### src/rtl/chan_ctl_pkg.sv
package chan_ctl_pkg;
  localparam int unsigned CMD_W = 8;
  localparam int unsigned NIB_W = 4;
  localparam int unsigned HDR_W = CMD_W - NIB_W;
  localparam logic [HDR_W-1:0] HDR_CODE = 4'b0001;
  localparam int unsigned SIDES = 2;
  localparam int unsigned SIDE_TX = 0;
  localparam int unsigned SIDE_RX = 1;

  typedef struct packed {
    logic tx_on;
    logic tx_off;
    logic rx_on;
    logic rx_off;
  } en_cmd_t;
endpackage

### src/rtl/chan_cmd_decode.sv
module chan_cmd_decode
  import chan_ctl_pkg::*;
(
  input  logic             clk_i,
  input  logic             rst_ni,
  input  logic             we_i,
  input  logic [CMD_W-1:0] data_i,
  output en_cmd_t          cmd_o
);
  logic             hdr_ok;
  logic [NIB_W-1:0] nib;
  en_cmd_t          dec;

  assign hdr_ok = (data_i[CMD_W-1:NIB_W] == HDR_CODE);
  assign nib    = data_i[NIB_W-1:0];

  always_comb begin
    dec = '0;
    unique case (nib)
      4'b0001: dec.rx_off = 1'b1;
      4'b0010: dec.rx_on  = 1'b1;
      4'b0100: dec.tx_off = 1'b1;
      4'b1000: dec.tx_on  = 1'b1;
      4'b0101: begin dec.tx_off = 1'b1; dec.rx_off = 1'b1; end
      4'b0110: begin dec.tx_off = 1'b1; dec.rx_on  = 1'b1; end
      4'b1001: begin dec.tx_on  = 1'b1; dec.rx_off = 1'b1; end
      4'b1010: begin dec.tx_on  = 1'b1; dec.rx_on  = 1'b1; end
      default: dec = '0;
    endcase
  end

  assign cmd_o = (we_i && hdr_ok) ? dec : '0;

  // a decoded command never asks one side for both states
  p_no_conflict_r4: assert property (@(posedge clk_i) disable iff (!rst_ni)
    !(cmd_o.tx_on && cmd_o.tx_off) && !(cmd_o.rx_on && cmd_o.rx_off));
endmodule

### src/rtl/chan_enable_reg.sv
module chan_enable_reg
  import chan_ctl_pkg::*;
(
  input  logic             clk_i,
  input  logic             rst_ni,
  input  logic             chan_rst_i,
  input  logic [SIDES-1:0] set_i,
  input  logic [SIDES-1:0] clr_i,
  output logic [SIDES-1:0] en_o
);
  for (genvar s = 0; s < SIDES; s++) begin : g_side
    logic en_q;
    always_ff @(posedge clk_i or negedge rst_ni) begin
      if (!rst_ni)         en_q <= 1'b0;
      else if (chan_rst_i) en_q <= 1'b0;
      else if (set_i[s])   en_q <= 1'b1;
      else if (clr_i[s])   en_q <= 1'b0;
    end
    assign en_o[s] = en_q;

    p_set_takes_r2: assert property (@(posedge clk_i) disable iff (!rst_ni)
      set_i[s] && !chan_rst_i |=> en_o[s]);
    p_clr_takes_r2: assert property (@(posedge clk_i) disable iff (!rst_ni)
      clr_i[s] && !set_i[s] && !chan_rst_i |=> !en_o[s]);
  end

  p_rst_clears_r9: assert property (@(posedge clk_i) disable iff (!rst_ni)
    chan_rst_i |=> en_o == '0);
endmodule

### src/rtl/chan_rx_flow.sv
module chan_rx_flow (
  input  logic clk_i,
  input  logic rst_ni,
  input  logic chan_rst_i,
  input  logic send_xon_i,
  input  logic send_xoff_i,
  input  logic rx_touch_i,
  input  logic rx_plain_i,
  output logic flow_off_o,
  output logic flow_on_o
);
  logic off_q, on_q;

  // set wins over clear; channel reset wins over all
  always_ff @(posedge clk_i or negedge rst_ni) begin
    if (!rst_ni)                         off_q <= 1'b0;
    else if (chan_rst_i)                 off_q <= 1'b0;
    else if (send_xoff_i)                off_q <= 1'b1;
    else if (send_xon_i || rx_touch_i)   off_q <= 1'b0;
  end

  always_ff @(posedge clk_i or negedge rst_ni) begin
    if (!rst_ni)                         on_q <= 1'b0;
    else if (chan_rst_i)                 on_q <= 1'b0;
    else if (send_xon_i)                 on_q <= 1'b1;
    else if (rx_plain_i || rx_touch_i)   on_q <= 1'b0;
  end

  assign flow_off_o = off_q;
  assign flow_on_o  = on_q;

  p_xoff_sets_r6: assert property (@(posedge clk_i) disable iff (!rst_ni)
    send_xoff_i && !chan_rst_i |=> flow_off_o);
  p_off_clears_r6: assert property (@(posedge clk_i) disable iff (!rst_ni)
    (send_xon_i || rx_touch_i) && !send_xoff_i |=> !flow_off_o);
  p_xon_sets_r7: assert property (@(posedge clk_i) disable iff (!rst_ni)
    send_xon_i && !chan_rst_i |=> flow_on_o);
  p_on_clears_r7: assert property (@(posedge clk_i) disable iff (!rst_ni)
    (rx_plain_i || rx_touch_i) && !send_xon_i |=> !flow_on_o);
  p_set_wins_r8: assert property (@(posedge clk_i) disable iff (!rst_ni)
    send_xon_i && send_xoff_i && !chan_rst_i |=> flow_on_o && flow_off_o);
  p_rst_flow_r9: assert property (@(posedge clk_i) disable iff (!rst_ni)
    chan_rst_i |=> !flow_on_o && !flow_off_o);
endmodule

### src/rtl/chan_ctl_top.sv
module chan_ctl_top
  import chan_ctl_pkg::*;
(
  input  logic             clk_i,
  input  logic             rst_ni,
  input  logic             cmd_we_i,
  input  logic [CMD_W-1:0] cmd_data_i,
  input  logic             chan_rst_i,
  input  logic             send_xon_i,
  input  logic             send_xoff_i,
  input  logic             rx_plain_i,
  input  logic             tx_flow_off_i,
  input  logic             tx_flow_on_i,
  output logic             tx_en_o,
  output logic             rx_en_o,
  output logic [CMD_W-1:0] status_o
);
  en_cmd_t          cmd;
  logic [SIDES-1:0] en_set, en_clr, en;
  logic             rx_off_q, rx_on_q;

  chan_cmd_decode u_dec (
    .clk_i  (clk_i),
    .rst_ni (rst_ni),
    .we_i   (cmd_we_i),
    .data_i (cmd_data_i),
    .cmd_o  (cmd)
  );

  assign en_set[SIDE_TX] = cmd.tx_on;
  assign en_set[SIDE_RX] = cmd.rx_on;
  assign en_clr[SIDE_TX] = cmd.tx_off;
  assign en_clr[SIDE_RX] = cmd.rx_off;

  chan_enable_reg u_en (
    .clk_i      (clk_i),
    .rst_ni     (rst_ni),
    .chan_rst_i (chan_rst_i),
    .set_i      (en_set),
    .clr_i      (en_clr),
    .en_o       (en)
  );

  chan_rx_flow u_flow (
    .clk_i       (clk_i),
    .rst_ni      (rst_ni),
    .chan_rst_i  (chan_rst_i),
    .send_xon_i  (send_xon_i),
    .send_xoff_i (send_xoff_i),
    .rx_touch_i  (cmd.rx_on | cmd.rx_off),
    .rx_plain_i  (rx_plain_i),
    .flow_off_o  (rx_off_q),
    .flow_on_o   (rx_on_q)
  );

  assign tx_en_o  = en[SIDE_TX];
  assign rx_en_o  = en[SIDE_RX];
  assign status_o = {rx_en_o, rx_off_q, rx_on_q, 1'b0,
                     tx_en_o, tx_flow_off_i, tx_flow_on_i, 1'b0};

  p_bad_hdr_r1: assert property (@(posedge clk_i) disable iff (!rst_ni)
    cmd_we_i && (cmd_data_i[CMD_W-1:NIB_W] != HDR_CODE) && !chan_rst_i
    |=> $stable({tx_en_o, rx_en_o}));
  p_rx_cmd_flow_r6: assert property (@(posedge clk_i) disable iff (!rst_ni)
    cmd_we_i && (cmd_data_i == 8'h12) && !send_xoff_i && !send_xon_i
    |=> !status_o[6] && !status_o[5]);
endmodule

### config.mk
export PLATFORM = sky130hd
export DESIGN_NAME = chan_ctl_top
export DESIGN_NICKNAME = d
export VERILOG_FILES = /design/src/rtl/chan_ctl_pkg.sv /design/src/rtl/chan_cmd_decode.sv /design/src/rtl/chan_enable_reg.sv /design/src/rtl/chan_rx_flow.sv /design/src/rtl/chan_ctl_top.sv
export SDC_FILE = /design/constraint.sdc
export NUM_CORES = 1
export LEC_CHECK = 0
export ABC_CLOCK_PERIOD_IN_PS = 1730
export BUFFER_PORTS_ARGS = -buffer_cell sky130_fd_sc_hd__buf_2
export CORE_AREA = 2 2 39 41
export DETAILED_ROUTE_END_ITERATION = 16
export DIE_AREA = 0 0 41 43
export PLACE_DENSITY = 0.66
export SETUP_SLACK_MARGIN = 0.15
export SLEW_MARGIN = 15
export SYNTH_ARGS = -nofsm -noshare
export SYNTH_HDL_FRONTEND = slang
export SYNTH_SLANG_ARGS = --single-unit
### constraint.sdc
create_clock -name clk_i -period 1.73 [get_ports clk_i]
set_clock_uncertainty 0.2 [all_clocks]
set_input_delay 0.2595 -clock clk_i [delete_from_list [all_inputs] [get_ports clk_i]]
set_output_delay 0.2595 -clock clk_i [all_outputs]
set_load 0.02 [all_outputs]
==> report_table.html, run 1 <==
<table>
<tr><th>Metric</th><th>Value</th></tr>
<tr><th colspan="2">Global routing</th></tr>
<tr><td>Via count of the first global-routing pass</td><td>310</td></tr>
<tr><td>Pin count of the biggest net entering global routing</td><td>7</td></tr>
<tr><td>GRT Residual Overflow</td><td>0</td></tr>
<tr><td>First-pass GRT wire length</td><td>1.15 mm</td></tr>
<tr><td>Number of antenna violations at the first check in global routing</td><td>0</td></tr>
<tr><td>All-layer global routing usage</td><td>approximately a tenth</td></tr>
<tr><th colspan="2">Detailed routing</th></tr>
<tr><td>DRC errors left</td><td>0</td></tr>
<tr><td>Via count of the routed design</td><td>between 300 and 400</td></tr>
<tr><td>Routed wire length</td><td>679 um</td></tr>
<tr><td>Post-DRT Antenna Nets</td><td>0</td></tr>
<tr><td>First-pass iteration count of the detailed router</td><td>4</td></tr>
<tr><td>Wire per inst</td><td>slightly below 10 um</td></tr>
<tr><td>Starting DRC count in detailed routing</td><td>4</td></tr>
<tr><td>Avg Vias per Cell</td><td>~4.3</td></tr>
<tr><th colspan="2">Synthesis</th></tr>
<tr><td>Mapped cell area</td><td>327 um^2</td></tr>
<tr><td>YS warnings</td><td>0</td></tr>
<tr><td>Number of unique standard cell types used by synthesis</td><td>21</td></tr>
<tr><td>Register bit total from synthesis</td><td>4</td></tr>
<tr><td>Part of the Yosys area used for sequential elements</td><td>30.7%</td></tr>
<tr><td>Synthesized netlist cell count</td><td>37</td></tr>
<tr><td>Post-Syn Area per Cell</td><td>8.83 um^2</td></tr>
<tr><th colspan="2">Power</th></tr>
<tr><td>Combinational cell fraction of total power</td><td>22.3%</td></tr>
<tr><td>Overall Power</td><td>roughly 0.00028 W</td></tr>
<tr><td>Clk pwr share</td><td>41.0%</td></tr>
<tr><td>Power Density</td><td>approximately 650 nW/um^2</td></tr>
<tr><td>Static leakage</td><td>~0.21 nW</td></tr>
<tr><td>Sw Pwr</td><td>just over 0.00007 W</td></tr>
<tr><td>Highest ir drop seen on vdd</td><td>0.152 mV</td></tr>
<tr><td>Sequential power share</td><td>36.7%</td></tr>
<tr><td>Switching power as a share of total power</td><td>a little over a quarter</td></tr>
<tr><td>Internal power component</td><td>about 0.00020 W</td></tr>
<tr><th colspan="2">Cells and area</th></tr>
<tr><td>Final Net Count</td><td>between 70 and 80</td></tr>
<tr><td>Layout cell share with drive strength beyond 1</td><td>48.1%</td></tr>
<tr><td>Final std cells w/o fill</td><td>70</td></tr>
<tr><td>Final cell area excluding filler cells</td><td>between 400 and 500 um^2</td></tr>
<tr><td>Highest-count cells in the layout ignoring fill and taps</td><td>20 x sky130_fd_sc_hd__buf_2, 4 x sky130_fd_sc_hd__inv_1, 4 x sky130_fd_sc_hd__dfrtp_1</td></tr>
<tr><td>Layout-stage area growth over the synthesis result</td><td>29.5%</td></tr>
<tr><td>Diodes inserted</td><td>0</td></tr>
<tr><td>Fill cell total of the finished layout</td><td>about 150</td></tr>
<tr><td>Leading cell type in the layout, fill and taps excluded</td><td>sky130_fd_sc_hd__buf_2</td></tr>
<tr><th colspan="2">Clock network</th></tr>
<tr><td>Number of buffers inserted by hold repair at cts</td><td>1</td></tr>
<tr><td>Count of instances resized after the clock tree is built</td><td>0</td></tr>
<tr><td>Post-CTS setup buffer count</td><td>0</td></tr>
<tr><td>CTS H-Tree Depth</td><td>1</td></tr>
<tr><td>Clock input transition at the sequential cells of the worst setup and hold paths</td><td>about 0.040 ns</td></tr>
<tr><td>Buffers from clock root to sink, at most</td><td>2</td></tr>
<tr><td>Clock Sinks</td><td>4</td></tr>
<tr><td>Root Buffer</td><td>sky130_fd_sc_hd__clkbuf_4</td></tr>
<tr><td>Worst-skew pair later-pin latency</td><td>around 0.23 ns</td></tr>
<tr><td>Clock tree from TritonCTS</td><td>built</td></tr>
<tr><td>TritonCTS Buffers</td><td>3</td></tr>
<tr><th colspan="2">Floorplan</th></tr>
<tr><td>Starting density of the core</td><td>23.6%</td></tr>
<tr><td>Count of pins on the block boundary</td><td>27</td></tr>
<tr><td>Die outline area</td><td>about 1800 um^2</td></tr>
<tr><td>Die boundary width</td><td>41 um</td></tr>
<tr><td>Height of the die</td><td>~43 um</td></tr>
<tr><td>Num rows</td><td>14</td></tr>
<tr><td>Core area</td><td>1380 um^2</td></tr>
<tr><th colspan="2">Placed design</th></tr>
<tr><td>Cell Area, Placed</td><td>390 um^2</td></tr>
<tr><td>Weighted congestion at the end of routability-driven global placement</td><td>0.749</td></tr>
<tr><td>Port Buffers</td><td>20</td></tr>
<tr><td>Number of cells after detailed placement</td><td>66</td></tr>
<tr><th colspan="2">STA</th></tr>
<tr><td>Setup repair after global routing missed its margin</td><td>false</td></tr>
<tr><td>Crit share post-route</td><td>a little over four fifths</td></tr>
<tr><td>Total count of max-transition violations in the final report</td><td>0</td></tr>
<tr><td>Hold Vio Cnt, Final</td><td>0</td></tr>
<tr><td>Count of final setup violators</td><td>0</td></tr>
<tr><td>TNS Setup</td><td>0 ns</td></tr>
<tr><td>Hold Slack</td><td>around 0.054 ns</td></tr>
<tr><td>Final critical path time including I/O delays and setup</td><td>between 1 and 1.5 ns</td></tr>
<tr><td>Highest Clock Rate</td><td>slightly below 700 MHz</td></tr>
<tr><th colspan="2">Critical path</th></tr>
<tr><td>Startpoint-to-endpoint class of the critical path</td><td>input port to flop</td></tr>
<tr><td>Crit path capture type</td><td>flop</td></tr>
<tr><td>Endpoint arrival time on the critical path</td><td>~1.4 ns</td></tr>
<tr><td>Worst EP required</td><td>~1.7 ns</td></tr>
<tr><td>CP max FO</td><td>4</td></tr>
<tr><td>Setup crit start kind</td><td>input port</td></tr>
<tr><th colspan="2">Worst hold path</th></tr>
<tr><td>Worst hold-check path type</td><td>input port to flop</td></tr>
<tr><th colspan="2">Outcome</th></tr>
<tr><td>Outcome</td><td>completed</td></tr>
<tr><th colspan="2">Run</th></tr>
<tr><td>MaxCap Viol Count</td><td>0</td></tr>
</table>
worst max-delay path: stages:
cell and delay, ns:
sky130_fd_sc_hd__buf_2 0.10, sky130_fd_sc_hd__or3b_4 0.40, sky130_fd_sc_hd__or4_1 0.53, sky130_fd_sc_hd__a31oi_1 0.13
cells in the mapped netlist:
library cell | number | share of area, %
sky130_fd_sc_hd__or4_1 | 1 | 2.3
sky130_fd_sc_hd__and2_1 | 1 | 1.9
sky130_fd_sc_hd__inv_1 | 4 | 4.6
sky130_fd_sc_hd__a221oi_1 | 1 | 2.7
sky130_fd_sc_hd__buf_4 | 8 | 18
sky130_fd_sc_hd__nor2_1 | 2 | 2.3
sky130_fd_sc_hd__a2111o_1 | 1 | 3.4
sky130_fd_sc_hd__o31ai_1 | 1 | 2.3
sky130_fd_sc_hd__o21ai_0 | 1 | 1.5
sky130_fd_sc_hd__dfrtp_1 | 4 | 31
sky130_fd_sc_hd__or3b_2 | 1 | 2.7
sky130_fd_sc_hd__xnor2_1 | 1 | 2.7
sky130_fd_sc_hd__a211o_1 | 1 | 2.7
sky130_fd_sc_hd__a21oi_1 | 1 | 1.5
sky130_fd_sc_hd__o311ai_0 | 1 | 2.7
sky130_fd_sc_hd__or3b_4 | 1 | 3.4
sky130_fd_sc_hd__nand2b_1 | 2 | 3.8
sky130_fd_sc_hd__a31oi_1 | 1 | 1.9
sky130_fd_sc_hd__conb_1 | 1 | 1.1
sky130_fd_sc_hd__or2b_2 | 1 | 2.7
sky130_fd_sc_hd__a211oi_1 | 2 | 4.6
state kept, by name, indices dropped and copies added, names as in the netlist:
signal and flops:
u_en.g_side.en_q 2, u_flow.flow_off_o 1, u_flow.flow_on_o 1
cells by family (layout without fill, tap and decap cells):
group                     after synthesis  count (layout)  synth area share (%)
AOI/OAI and AO/OA                      10              10                  23.4
DFF                                     4               4                  30.7
buffers and inverters                  12              28                  23.0
other                                   1               2                  1.15
xor gates and xnor gates                1               1                  2.68
and+or+nand+nor                         9               9                  19.2
routing by layer:
metal  vias up  wire, um  global-route usage (%)
li1        156         -                       -
met1       133       264                    10.9
met2        12       358                    14.1
met3         0        56                       0
met4         0         0                    10.7
met5         -         0                       0
stage by stage:
stage	setup WS, ns	utilization, %
floorplan	0.169	-
global placement	0.0477	28.2
detailed placement	0.0345	28.2
CTS	0.279	30.6
global route	0.211	30.6
finish	0.272	30.6
power groups by stage:
stage               Clock [W]  Combinational (W)  Sequential [W]
floorplan                   0          0.0000449        0.000104
global placement            0          0.0000587        0.000102
detailed placement          0          0.0000604        0.000102
CTS                  0.000118          0.0000624        0.000101
global route         0.000123          0.0000692        0.000102
finish               0.000113          0.0000617        0.000101
path summary, 6_finish.rpt:
| path | start | endpoint | slack, ns | cells past startpoint |
|---|---|---|---|---|
| worst max-delay path | cmd_data_i[5] | u_en.g_side[0].en_q$_DFFE_PN0P_ | 0.27 | 4 |
| worst min-delay path | chan_rst_i | u_en.g_side[0].en_q$_DFFE_PN0P_ | 0.05 | 2 |
| worst max register to register | u_en.g_side[1].en_q$_DFFE_PN0P_ | u_en.g_side[1].en_q$_DFFE_PN0P_ | 0.64 | 2 |
| worst min register to register | u_flow.flow_on_o$_DFFE_PN0P_ | u_flow.flow_on_o$_DFFE_PN0P_ | 0.36 | 2 |
| max in group asynchronous | rst_ni | u_flow.flow_off_o$_DFFE_PN0P_ | 1.05 | 2 |
| min in group asynchronous | rst_ni | u_en.g_side[0].en_q$_DFFE_PN0P_ | 0.17 | 2 |
layout make-up:
cell class	count	area [um^2]	area share (%)
tap	16	20.0	4.73
clock buffer	3	22.5	5.33
multi-input combinational	22	155	36.7
timing repair buffer	21	110	26.0
inverter	4	15.0	3.55
sequential	4	100	23.7
(Power assumes the default switching activity.)
==> inputs of run 2 (changes only) <==
- ABC_AREA: default -> 1
- ABC_CLOCK_PERIOD_IN_PS: 1730 -> 1500
- clock period: 1.73 -> 1.5 ns (I/O delays scaled with it)
==> run 2 against run 1 <==
Combinational power is 2% higher. Critical path depth grew 1. Total power increased by 14%. Via count increased by 11%. Sequential power is 13% higher. Sequential share of layout area is 0.68 points lower. Worst setup slack worse by 0.019 ns. Critical endpoint is now u_flow.flow_on_o$_DFFE_PN0P_. Largest power group unchanged.
==> report_table.html, run 2 <==
<table>
<tr><th>Metric</th><th>Value</th></tr>
<tr><th colspan="2">Cells and area</th></tr>
<tr><td>Register with the most flip-flops</td><td>u_en.g_side.en_q</td></tr>
<tr><td>Diodes inserted</td><td>0</td></tr>
<tr><td>Layout cell share with drive strength beyond 1</td><td>between 40% and 50%</td></tr>
<tr><td>Seq. cell area</td><td>approximately 100 um^2</td></tr>
<tr><td>Highest-count cells in the layout ignoring fill and taps</td><td>20 x sky130_fd_sc_hd__buf_2, 14 x sky130_fd_sc_hd__nand2_1, 7 x sky130_fd_sc_hd__inv_1</td></tr>
<tr><td>Core Util, Final</td><td>a little under a third</td></tr>
<tr><td>Layout-stage area growth over the synthesis result</td><td>32.3%</td></tr>
<tr><td>Leading cell type in the layout, fill and taps excluded</td><td>sky130_fd_sc_hd__buf_2</td></tr>
<tr><td>Multi-input combinational cell area</td><td>approximately 150 um^2</td></tr>
<tr><td>Fill cell total of the finished layout</td><td>around 160</td></tr>
<tr><td>Flip-flop count of the largest register, all copies and words added</td><td>2</td></tr>
<tr><td>Final Net Count</td><td>85</td></tr>
<tr><th colspan="2">Synthesis</th></tr>
<tr><td>Xor and xnor area share after synthesis</td><td>0%</td></tr>
<tr><td>Post-Syn Area per Cell</td><td>just under 7 um^2</td></tr>
<tr><td>Largest family of logic cells by synthesized area</td><td>simple AND/OR/NAND/NOR gates</td></tr>
<tr><td>Mapped cell area</td><td>329 um^2</td></tr>
<tr><td>Part of the Yosys area used for sequential elements</td><td>between 30% and 40%</td></tr>
<tr><td>Synthesized-area fraction occupied by and/or/nand/nor cells</td><td>between 30 and 40%</td></tr>
<tr><td>Synthesized netlist cell count</td><td>48</td></tr>
<tr><td>Number of unique standard cell types used by synthesis</td><td>13</td></tr>
<tr><td>Complex-gate fraction of the synthesized area</td><td>roughly 6.8%</td></tr>
<tr><td>Top-area cell type share of the netlist area</td><td>a little under a third</td></tr>
<tr><td>Most repeated cell in the gate-level netlist after synthesis</td><td>sky130_fd_sc_hd__nand2_1</td></tr>
<tr><td>Mux cell area share after synthesis</td><td>0%</td></tr>
<tr><td>Predominant post-synthesis flop cell</td><td>sky130_fd_sc_hd__dfrtp_1</td></tr>
<tr><td>Share of flip-flops with an asynchronous set or reset after synthesis</td><td>100%</td></tr>
<tr><td>Area leader, netlist</td><td>sky130_fd_sc_hd__dfrtp_1</td></tr>
<tr><td>Top cells by instance count after synthesis</td><td>14 x sky130_fd_sc_hd__nand2_1, 8 x sky130_fd_sc_hd__buf_4, 7 x sky130_fd_sc_hd__inv_1</td></tr>
<tr><td>Register bit total from synthesis</td><td>4</td></tr>
<tr><td>Leading post-synthesis cells by cell area</td><td>sky130_fd_sc_hd__dfrtp_1 30%, sky130_fd_sc_hd__buf_4 18%, sky130_fd_sc_hd__nand2_1 16%</td></tr>
<tr><td>Number of synthesized flops with an enable pin</td><td>0</td></tr>
<tr><td>YS warnings</td><td>0</td></tr>
<tr><td>Post-Synth Adder-Cell Area</td><td>0%</td></tr>
<tr><th colspan="2">Detailed routing</th></tr>
<tr><td>Wire per inst</td><td>between 8 and 9 um</td></tr>
<tr><td>Starting DRC count in detailed routing</td><td>0</td></tr>
<tr><td>Routed wire length</td><td>between 700 and 800 um</td></tr>
<tr><td>Post-DRT Antenna Nets</td><td>0</td></tr>
<tr><td>DRC errors left</td><td>0</td></tr>
<tr><td>First-pass iteration count of the detailed router</td><td>1</td></tr>
<tr><td>Avg Vias per Cell</td><td>4.09</td></tr>
<tr><td>Via count of the routed design</td><td>roughly 340</td></tr>
<tr><th colspan="2">Clock network</th></tr>
<tr><td>Clock tree from TritonCTS</td><td>built</td></tr>
<tr><td>Clock Sinks</td><td>4</td></tr>
<tr><td>Clock input transition at the sequential cells of the worst setup and hold paths</td><td>0.04 ns</td></tr>
<tr><td>TritonCTS Buffers</td><td>3</td></tr>
<tr><td>Buffers from clock root to sink, at most</td><td>2</td></tr>
<tr><td>Root Buffer</td><td>sky130_fd_sc_hd__clkbuf_4</td></tr>
<tr><td>CTS H-Tree Depth</td><td>1</td></tr>
<tr><td>Worst-skew pair later-pin latency</td><td>around 0.24 ns</td></tr>
<tr><td>Count of instances resized after the clock tree is built</td><td>0</td></tr>
<tr><th colspan="2">Floorplan</th></tr>
<tr><td>Count of pins on the block boundary</td><td>27</td></tr>
<tr><td>Core area</td><td>1380 um^2</td></tr>
<tr><td>Die boundary width</td><td>approximately 41 um</td></tr>
<tr><td>Num rows</td><td>14</td></tr>
<tr><td>Die outline area</td><td>~1800 um^2</td></tr>
<tr><td>Starting density of the core</td><td>approximately a quarter</td></tr>
<tr><td>Height of the die</td><td>~43 um</td></tr>
<tr><th colspan="2">STA</th></tr>
<tr><td>Crit share post-route</td><td>between 80% and 90%</td></tr>
<tr><td>TNS Setup</td><td>0 ns</td></tr>
<tr><td>Highest Clock Rate</td><td>approximately 800 MHz</td></tr>
<tr><td>Total count of max-transition violations in the final report</td><td>0</td></tr>
<tr><td>Count of final setup violators</td><td>0</td></tr>
<tr><td>Hold Vio Cnt, Final</td><td>0</td></tr>
<tr><td>Setup repair after global routing missed its margin</td><td>false</td></tr>
<tr><td>Final critical path time including I/O delays and setup</td><td>approximately 1.2 ns</td></tr>
<tr><th colspan="2">Global routing</th></tr>
<tr><td>Pin count of the biggest net entering global routing</td><td>6</td></tr>
<tr><td>First-pass GRT wire length</td><td>~1.0 mm</td></tr>
<tr><td>Number of antenna violations at the first check in global routing</td><td>0</td></tr>
<tr><td>Via count of the first global-routing pass</td><td>303</td></tr>
<tr><td>GRT Residual Overflow</td><td>0</td></tr>
<tr><td>All-layer global routing usage</td><td>~8.9%</td></tr>
<tr><th colspan="2">Power</th></tr>
<tr><td>Static leakage</td><td>0.257 nW</td></tr>
<tr><td>Power Density</td><td>slightly above 700 nW/um^2</td></tr>
<tr><td>Highest ir drop seen on vdd</td><td>approximately 0.24 mV</td></tr>
<tr><th colspan="2">Critical path</th></tr>
<tr><td>Startpoint-to-endpoint class of the critical path</td><td>input port to flop</td></tr>
<tr><td>CP max FO</td><td>5</td></tr>
<tr><td>Endpoint arrival time on the critical path</td><td>roughly 1.2 ns</td></tr>
<tr><td>Setup crit start kind</td><td>input port</td></tr>
<tr><td>Worst EP required</td><td>1.47 ns</td></tr>
<tr><td>Crit path capture type</td><td>flop</td></tr>
<tr><th colspan="2">Run</th></tr>
<tr><td>MaxCap Viol Count</td><td>0</td></tr>
<tr><th colspan="2">Placed design</th></tr>
<tr><td>Port Buffers</td><td>20</td></tr>
<tr><td>Weighted congestion at the end of routability-driven global placement</td><td>approximately 0.57</td></tr>
<tr><td>HPWL Detailed</td><td>592 um</td></tr>
<tr><th colspan="2">Worst hold path</th></tr>
<tr><td>Worst hold-check path type</td><td>input port to flop</td></tr>
<tr><th colspan="2">Outcome</th></tr>
<tr><td>Outcome</td><td>completed</td></tr>
</table>
==> run 2: cell types whose count changed after synthesis, sizes merged, moves of 2 or more <==
cell,previous run,this run
inv,4,7
or3b,2,0
nand4,0,3
nor2,2,7
nand2,0,14
a211oi,2,0
nand2b,2,0
==> run 2: kinds of logic (layout without fill, tap and decap cells) <==
kind of cell,after synthesis,after routing
simple gates,25,25
buf+inv,15,32
flops,4,4
compound gates,3,3
other cells,1,2
==> run 2: report_power, final <==
group,switching (W),internal [W]
clock,0.0000476,0.0000898
sequential,0.00000225,0.000112
combinational,0.0000366,0.0000264
total,0.0000865,0.000228
==> run 2: timing repair <==
| action | 4_1_cts | 5_1_grt |
|---|---|---|
| buffers inserted | 0 | 0 |
| hold buffers | 2 | 0 |
| hold endpoints to repair | 5 | 0 |
==> run 2: routing by layer <==
layer  vias to the layer above  share of wire (%)  GRT usage (%)
li1                        174                  -              -
met1                       144                 32           7.72
met2                        15                 55           15.0
met3                         2                 10           2.62
met4                         0                2.4           8.00
met5                         -                  0              0
==> run 2: path summary, 6_finish.rpt <==
| kind | start | endpoint | slack [ns] | depth (start not counted) |
|---|---|---|---|---|
| max | chan_rst_i | u_flow.flow_on_o$_DFFE_PN0P_ | 0.25 | 5 |
| max in group asynchronous | rst_ni | u_flow.flow_on_o$_DFFE_PN0P_ | 0.86 | 2 |
| min in group asynchronous | rst_ni | u_en.g_side[1].en_q$_DFFE_PN0P_ | 0.12 | 2 |
| max reg2reg | u_flow.flow_on_o$_DFFE_PN0P_ | u_flow.flow_on_o$_DFFE_PN0P_ | 0.64 | 2 |
| min | send_xoff_i | u_flow.flow_off_o$_DFFE_PN0P_ | 0.01 | 3 |
| min reg2reg | u_flow.flow_off_o$_DFFE_PN0P_ | u_flow.flow_off_o$_DFFE_PN0P_ | 0.32 | 2 |
==> run 2: worst max-delay path, cell delays in order <==
cell                            delay [ns]
sky130_fd_sc_hd__dlygate4sd3_1        0.54
sky130_fd_sc_hd__buf_2                0.16
sky130_fd_sc_hd__nor2_1               0.11
sky130_fd_sc_hd__nand4_1              0.11
sky130_fd_sc_hd__nand2_1              0.08
==> run 2: area by class of cell <==
type | instances | share of cell area, %
Clock buffer | 3 | 5.17
Tap cell | 16 | 4.60
Multi-Input combinational cell | 30 | 33.6
Inverter | 7 | 6.03
Timing Repair Buffer | 22 | 27.6
Sequential cell | 4 | 23.0
==> run 2: metrics by stage <==
stage	hold slack, ns	cell area, um^2	setup slack (ns)	cells	power [W]
detailed placement	-0.165	393	0.319	77	0.000175
global route	0.0316	435	0.190	82	0.000326
CTS	0.00824	435	0.269	82	0.000317
finish	0.0127	435	0.253	82	0.000315
floorplan	-0.271	333	0.449	49	0.000161
global placement	-0.170	393	0.353	77	0.000174
